File: src/rtl/rmw_regs_pkg.sv
package rmw_regs_pkg;

  // Decoded register select; the code values match the bus address map.
  typedef enum logic [1:0] {
    SEL_PORT = 2'd0,
    SEL_DIR  = 2'd1,
    SEL_FLAG = 2'd2,
    SEL_NONE = 2'd3
  } reg_sel_e;

endpackage

File: src/rtl/rmw_pin_sync.sv
module rmw_pin_sync #(
  parameter int WIDTH  = 8,
  parameter int STAGES = 2
) (
  input  logic             clk,
  input  logic             rst,
  input  logic [WIDTH-1:0] async_i,
  output logic [WIDTH-1:0] sync_o
);

  generate
    if (STAGES == 0) begin : g_bypass
      assign sync_o = async_i;
    end else begin : g_chain
      logic [WIDTH-1:0] stage_q [STAGES];

      always_ff @(posedge clk) begin
        if (rst) begin
          for (int s = 0; s < STAGES; s++) stage_q[s] <= '0;
        end else begin
          stage_q[0] <= async_i;
          for (int s = 1; s < STAGES; s++) stage_q[s] <= stage_q[s-1];
        end
      end

      assign sync_o = stage_q[STAGES-1];
    end
  endgenerate

endmodule

File: src/rtl/rmw_port_bank.sv
module rmw_port_bank
  import rmw_regs_pkg::*;
#(
  parameter int WIDTH = 8
) (
  input  logic             clk,
  input  logic             rst,
  input  logic             wr_en,
  input  reg_sel_e         sel,
  input  logic [WIDTH-1:0] wdata,
  output logic [WIDTH-1:0] latch_o,
  output logic [WIDTH-1:0] dir_o,
  output logic [WIDTH-1:0] pin_out_o,
  output logic [WIDTH-1:0] pin_oe_o
);

  logic [WIDTH-1:0] latch_q, latch_nxt;
  logic [WIDTH-1:0] dir_q, dir_nxt;
  logic [WIDTH-1:0] pin_out_q, pin_oe_q;

  always_comb begin
    latch_nxt = latch_q;
    dir_nxt   = dir_q;
    if (wr_en && sel == SEL_PORT) latch_nxt = wdata;
    if (wr_en && sel == SEL_DIR)  dir_nxt   = wdata;
  end

  always_ff @(posedge clk) begin
    if (rst) begin
      latch_q   <= '0;
      dir_q     <= '0;
      pin_out_q <= '0;
      pin_oe_q  <= '0;
    end else begin
      latch_q   <= latch_nxt;
      dir_q     <= dir_nxt;
      pin_out_q <= latch_nxt & dir_nxt;
      pin_oe_q  <= dir_nxt;
    end
  end

  assign latch_o   = latch_q;
  assign dir_o     = dir_q;
  assign pin_out_o = pin_out_q;
  assign pin_oe_o  = pin_oe_q;

  AST_OE_FOLLOWS_DIR: assert property (@(posedge clk) disable iff (rst)
    (wr_en && sel == SEL_DIR) |=> (pin_oe_o == $past(wdata)));

  AST_INPUT_PIN_LOW: assert property (@(posedge clk) disable iff (rst)
    ((pin_out_o & ~pin_oe_o) == '0));

  AST_LATCH_KEPT: assert property (@(posedge clk) disable iff (rst)
    (!(wr_en && sel == SEL_PORT)) |=> $stable(latch_o));

endmodule

File: src/rtl/rmw_flag_bank.sv
module rmw_flag_bank
  import rmw_regs_pkg::*;
#(
  parameter int WIDTH     = 8,
  parameter int NUM_FLAGS = 4,
  localparam int CTRL_W   = WIDTH - NUM_FLAGS
) (
  input  logic                 clk,
  input  logic                 rst,
  input  logic                 wr_en,
  input  reg_sel_e             sel,
  input  logic [WIDTH-1:0]     wdata,
  input  logic [NUM_FLAGS-1:0] event_i,
  output logic [NUM_FLAGS-1:0] flag_o,
  output logic [CTRL_W-1:0]    ctrl_o
);

  logic                 wr_hit;
  logic [NUM_FLAGS-1:0] wflag;
  logic [NUM_FLAGS-1:0] flag_q;
  logic [CTRL_W-1:0]    ctrl_q;

  assign wr_hit = wr_en && (sel == SEL_FLAG);
  assign wflag  = wdata[NUM_FLAGS-1:0];

  // Each flag: a written 0 clears, a written 1 keeps, an event sets and wins.
  generate
    for (genvar i = 0; i < NUM_FLAGS; i++) begin : g_flag
      logic clr;
      assign clr = wr_hit && !wflag[i];

      always_ff @(posedge clk) begin
        if (rst) flag_q[i] <= 1'b0;
        else     flag_q[i] <= (flag_q[i] && !clr) || event_i[i];
      end
    end
  endgenerate

  always_ff @(posedge clk) begin
    if (rst)         ctrl_q <= '0;
    else if (wr_hit) ctrl_q <= wdata[WIDTH-1:NUM_FLAGS];
  end

  assign flag_o = flag_q;
  assign ctrl_o = ctrl_q;

  AST_EVENT_WINS: assert property (@(posedge clk) disable iff (rst)
    (|event_i) |=> ((flag_o & $past(event_i)) == $past(event_i)));

  AST_ONE_KEEPS: assert property (@(posedge clk) disable iff (rst)
    wr_hit |=> ((flag_o & $past(flag_o & wflag)) == $past(flag_o & wflag)));

  AST_ZERO_CLEARS: assert property (@(posedge clk) disable iff (rst)
    wr_hit |=> ((flag_o & $past(~wflag & ~event_i)) == '0));

  AST_CTRL_LOADS: assert property (@(posedge clk) disable iff (rst)
    wr_hit |=> (ctrl_o == $past(wdata[WIDTH-1:NUM_FLAGS])));

endmodule

File: src/rtl/rmw_read_path.sv
module rmw_read_path
  import rmw_regs_pkg::*;
#(
  parameter int WIDTH     = 8,
  parameter int NUM_FLAGS = 4,
  localparam int CTRL_W   = WIDTH - NUM_FLAGS
) (
  input  logic                 clk,
  input  logic                 rst,
  input  logic                 rd_en,
  input  logic                 rmw,
  input  reg_sel_e             sel,
  input  logic [WIDTH-1:0]     pin_lvl,
  input  logic [WIDTH-1:0]     latch,
  input  logic [WIDTH-1:0]     dir,
  input  logic [NUM_FLAGS-1:0] flag,
  input  logic [CTRL_W-1:0]    ctrl,
  output logic [WIDTH-1:0]     rdata_o
);

  logic [WIDTH-1:0] rd_nxt;
  logic [WIDTH-1:0] rdata_q;

  always_comb begin
    unique case (sel)
      SEL_PORT: rd_nxt = rmw ? latch : pin_lvl;
      SEL_DIR:  rd_nxt = dir;
      SEL_FLAG: rd_nxt = {ctrl, (rmw ? {NUM_FLAGS{1'b1}} : flag)};
      default:  rd_nxt = '0;
    endcase
  end

  always_ff @(posedge clk) begin
    if (rst)        rdata_q <= '0;
    else if (rd_en) rdata_q <= rd_nxt;
  end

  assign rdata_o = rdata_q;

  AST_RMW_PORT_LATCH: assert property (@(posedge clk) disable iff (rst)
    (rd_en && rmw && sel == SEL_PORT) |=> (rdata_o == $past(latch)));

  AST_RMW_FLAGS_ONE: assert property (@(posedge clk) disable iff (rst)
    (rd_en && rmw && sel == SEL_FLAG) |=> (&rdata_o[NUM_FLAGS-1:0]));

  AST_CTRL_BOTH_MODES: assert property (@(posedge clk) disable iff (rst)
    (rd_en && sel == SEL_FLAG) |=> (rdata_o[WIDTH-1:NUM_FLAGS] == $past(ctrl)));

  AST_UNUSED_ZERO: assert property (@(posedge clk) disable iff (rst)
    (rd_en && sel == SEL_NONE) |=> (rdata_o == '0));

  AST_HOLD_IDLE: assert property (@(posedge clk) disable iff (rst)
    (!rd_en) |=> $stable(rdata_o));

endmodule

File: src/rtl/rmw_port_regs.sv
module rmw_port_regs
  import rmw_regs_pkg::*;
#(
  parameter int DATA_W      = 8,
  parameter int ADDR_W      = 2,
  parameter int NUM_FLAGS   = 4,
  parameter int SYNC_STAGES = 2
) (
  input  logic                 clk,
  input  logic                 rst,
  input  logic [ADDR_W-1:0]    bus_addr_i,
  input  logic                 bus_rd_i,
  input  logic                 bus_wr_i,
  input  logic                 bus_rmw_i,
  input  logic [DATA_W-1:0]    bus_wdata_i,
  output logic [DATA_W-1:0]    bus_rdata_o,
  input  logic [DATA_W-1:0]    pin_i,
  output logic [DATA_W-1:0]    pin_out_o,
  output logic [DATA_W-1:0]    pin_oe_o,
  input  logic [NUM_FLAGS-1:0] event_i,
  output logic [NUM_FLAGS-1:0] irq_flag_o
);

  localparam int CTRL_W = DATA_W - NUM_FLAGS;

  reg_sel_e            sel;
  logic [DATA_W-1:0]   pin_lvl;
  logic [DATA_W-1:0]   latch;
  logic [DATA_W-1:0]   dir;
  logic [NUM_FLAGS-1:0] flag;
  logic [CTRL_W-1:0]   ctrl;

  // Address decode: addresses above the register map select nothing.
  always_comb begin
    unique case (bus_addr_i)
      ADDR_W'(0): sel = SEL_PORT;
      ADDR_W'(1): sel = SEL_DIR;
      ADDR_W'(2): sel = SEL_FLAG;
      default:    sel = SEL_NONE;
    endcase
  end

  rmw_pin_sync #(.WIDTH(DATA_W), .STAGES(SYNC_STAGES)) u_sync (
    .clk     (clk),
    .rst     (rst),
    .async_i (pin_i),
    .sync_o  (pin_lvl)
  );

  rmw_port_bank #(.WIDTH(DATA_W)) u_port (
    .clk       (clk),
    .rst       (rst),
    .wr_en     (bus_wr_i),
    .sel       (sel),
    .wdata     (bus_wdata_i),
    .latch_o   (latch),
    .dir_o     (dir),
    .pin_out_o (pin_out_o),
    .pin_oe_o  (pin_oe_o)
  );

  rmw_flag_bank #(.WIDTH(DATA_W), .NUM_FLAGS(NUM_FLAGS)) u_flag (
    .clk     (clk),
    .rst     (rst),
    .wr_en   (bus_wr_i),
    .sel     (sel),
    .wdata   (bus_wdata_i),
    .event_i (event_i),
    .flag_o  (flag),
    .ctrl_o  (ctrl)
  );

  rmw_read_path #(.WIDTH(DATA_W), .NUM_FLAGS(NUM_FLAGS)) u_rd (
    .clk     (clk),
    .rst     (rst),
    .rd_en   (bus_rd_i),
    .rmw     (bus_rmw_i),
    .sel     (sel),
    .pin_lvl (pin_lvl),
    .latch   (latch),
    .dir     (dir),
    .flag    (flag),
    .ctrl    (ctrl),
    .rdata_o (bus_rdata_o)
  );

  assign irq_flag_o = flag;

  AST_DIR_STABLE: assert property (@(posedge clk) disable iff (rst)
    (!(bus_wr_i && bus_addr_i == ADDR_W'(1))) |=> $stable(pin_oe_o));

  AST_NORMAL_FLAG_READ: assert property (@(posedge clk) disable iff (rst)
    (bus_rd_i && !bus_rmw_i && bus_addr_i == ADDR_W'(2))
      |=> (bus_rdata_o[NUM_FLAGS-1:0] == $past(irq_flag_o)));

endmodule

File: config.mk
export PLATFORM = sky130hd
export DESIGN_NAME = rmw_port_regs
export DESIGN_NICKNAME = d
export VERILOG_FILES = /design/src/rtl/rmw_regs_pkg.sv /design/src/rtl/rmw_pin_sync.sv /design/src/rtl/rmw_port_bank.sv /design/src/rtl/rmw_flag_bank.sv /design/src/rtl/rmw_read_path.sv /design/src/rtl/rmw_port_regs.sv
export SDC_FILE = /design/constraint.sdc
export NUM_CORES = 1
export LEC_CHECK = 0
export BUFFER_PORTS_ARGS = -buffer_cell sky130_fd_sc_hd__buf_2
export CAP_MARGIN = 5
export CORE_MARGIN = 2
export CORE_UTILIZATION = 51
export DETAILED_ROUTE_END_ITERATION = 8
export GPL_TIMING_DRIVEN = 0
export PLACE_DENSITY = 0.88
export SLEW_MARGIN = 25
export SYNTH_ARGS = -nofsm -noshare
export SYNTH_HDL_FRONTEND = slang
export SYNTH_SLANG_ARGS = --single-unit
File: constraint.sdc
create_clock -name clk -period 3.4 [get_ports clk]
set_input_delay 0.68 -clock clk [delete_from_list [all_inputs] [get_ports clk]]
set_output_delay 0.68 -clock clk [all_outputs]
set_load 0.02 [all_outputs]
==> flow_metrics.tcl <==
set metrics [dict create \
    dp_hpwl_mm 3.53 \
    pin_count 55 \
    cp_max_fo 4 \
    stdcell_area_um2 2590 \
    fmax_mhz 620 \
    io_buffers 51 \
    post-cts-setup-buffers 0 \
    power_mw 1.21 \
    routed_wl_mm 5.16 \
    dp_slack_ns 1.51 \
    crit_type "reg2out" \
    fill_cells 335 \
    grt_first_pass_wirelength_mm 8.33 \
    cts-resized-gates 0 \
    fin_cells 348 \
    cts_tree "done" \
    first_pass_iters 4 \
    grt_max_degree 17 \
    rows 23 \
    setup_violations 0 \
    power_density_nw_per_um2 466 \
    dieArea_um2 4830 \
    final-hold-violation-count 0 \
    period_needed_ns 1.61 \
    clkLatencyLatePin_ns 0.32 \
    max_slew_margin 0.586 \
    fin_skew_ns 0.0110 \
    vias 1870 \
    initial_utilization 0.539 \
    yosys_warnings 0 \
    worstMarginPinSlew_ns 0.618 \
    synth_nets 267 \
    cp_slowest_cell "dfxtp_1" \
    vias_per_cell 5.37 \
    outcome "finished clean" \
    grt_use_total 0.224 \
    worst_setup_path_start_kind "register" \
    crit_chain "buf_2" \
    synth_top_area_frac 0.513 \
    clk_pin_slew_worst_paths_ns 0.10 \
    cp_data_arrival_time_ns 0.93 \
    yosysSeqAreaShare 0.513 \
    syn_area_per_cell_um2 9.11 \
    multi_input_area_um2 930 \
    min_path_type "reg2reg" \
    synth.distinct_cells 27 \
    drv_cap 0 \
    grt_pass1_vias 1738 \
    die_h_um 69.5 \
    gp_congestion 0.820 \
    drc 0 \
    cts.htree.levels 2 \
    rsz0062_at_grt "false" \
    postRouteAntennaNets 0 \
    overflow 0 \
    cts_sinks 56 \
    coreArea_um2 4060 \
    synth_area_leader_cell "dfxtp_1" \
    critPathMaxStageDelay_ns 0.42 \
    syn_inst 240 \
    ctsLongestPathBuffers 2 \
    wl_per_cell_um 14.8 \
    dp.cells 341 \
    tns_ns 0 \
    regArea_um2 1120 \
    syn_to_final_growth_pct 18.7 \
    layout-drive-gt1-share 0.289 \
    synth_top_cells_by_area "dfxtp_1 (51%), nand2_1 (7.7%), a21oi_1 (5.5%)" \
    cts-root-buf "clkbuf_8" \
    drt_iter0_drc 203 \
    peakVddDrop_mv 0.358 \
    numCtsBuffers 5 \
    nNetsFinal 325 \
    path_buf_inv 1 \
    synth-seq-cells 56 \
    place_area_um2 2500 \
    post-route-period-util 0.475 \
    netlist_area_um2 2190 \
    crit_family "flip-flops" \
    p_leak_nw 1.10 \
    end_kind "output port" \
    synth_ff_type "dfxtp_1" \
    drv_slew 0 \
    ys_async_sr_fraction 0 \
    antenna_cells 0 \
    synth_edf_count 0 \
    setup_ws_ns 1.79 \
    cts.hold.buffers_added 0 \
    antenna_found_initial 0 \
    die-width_um 69.5 \
    required_ns 2.72 \
]
-- placed cells by master (no fill, tap or decap), types with 3 or more instances in the layout --
cell type	netlist	layout
buf_2	1	52
a222oi_1	8	8
o21ai_0	6	6
nor2_1	24	24
nand2_1	45	45
nor4_1	6	6
clkbuf_1	6	6
nor2b_1	18	18
nand3_1	4	4
dfxtp_1	56	56
a21oi_1	24	24
clkbuf_8	0	6
inv_1	4	4
buf_4	3	3
nand3b_1	3	3
buf_6	4	4
o21ai_1	6	6
mux2_4	6	6
or2_2	4	4
-- per-stage QoR --
stage	util	hold slack, ns
6_report	0.640	0.452
4_1_cts	0.640	0.453
3_5_place_dp	0.617	0.424
5_1_grt	0.640	0.468
2_1_floorplan	-	0.414
3_3_place_gp	0.617	0.416
-- cell families after synthesis --
kind of cell           count (synthesis)  share of synthesized area
muxes                                  8                     0.0515
and+or+nand+nor                      112                      0.255
AOI/OAI and AO/OA                     44                      0.119
DFF                                   56                      0.513
buffers and inverters                 20                     0.0618
-- routing by layer --
layer / up-vias / wire length [um] / global-route usage / part of all wire
met3: 9 / 440 / 0.0610 / 0.085
met2: 89 / 2470 / 0.363 / 0.48
met1: 848 / 2170 / 0.274 / 0.42
li1: 924 / - / - / -
met4: 0 / 80 / 0.109 / 0.016
met5: - / 0 / 0 / 0
-- state kept, by name (all words and copies together), names as in the netlist --
register	count
u_flag.flag_o	4
u_port.dir_o	8
u_sync.g_chain.stage_q	16
u_port.pin_out_o	8
u_rd.rdata_o	8
u_port.latch_o	8
u_flag.ctrl_o	4
-- final timing paths --
path | startpoint | to | slack, ns | cells past startpoint
worst max register to register | u_port.latch_o[1] | u_rd.rdata_o[1] | 2.16 | 3
worst max-delay path | u_port.dir_o[5] | pin_oe_o[5] | 1.79 | 1
worst min-delay path | u_rd.rdata_o[7] | u_rd.rdata_o[7] | 0.45 | 2
worst min register to register | u_rd.rdata_o[7] | u_rd.rdata_o[7] | 0.45 | 2
-- power breakdown --
part	internal, mW	switching (mW)
clock network	0.163	0.217
registers	0.679	0.0120
logic	0.0575	0.0819
total	0.899	0.311
-- cell type report --
| class | count | area share |
|---|---|---|
| flip-flops and latches | 56 | 0.432 |
| multi-input cells | 164 | 0.358 |
| repair buffers | 51 | 0.0984 |
| plain buffers | 16 | 0.0463 |
| clock buffers | 6 | 0.0318 |
| well taps | 50 | 0.0241 |
| inverters | 4 | 0.00579 |
| clock inverters | 1 | 0.00338 |
-- synthesized netlist by cell type (all sizes together), types with 3 or more instances --
| cell type | count |
|---|---|
| dfxtp | 56 |
| buf | 9 |
| inv | 4 |
| or2 | 4 |
| nand2 | 45 |
| nor2 | 26 |
| a21oi | 24 |
| nor2b | 18 |
| o21ai | 12 |
| nand3b | 3 |
| mux2 | 8 |
| nand3 | 4 |
| clkbuf | 7 |
| nor4 | 8 |
| a222oi | 8 |
No activity file was read; power rests on OpenSTA's default activity.
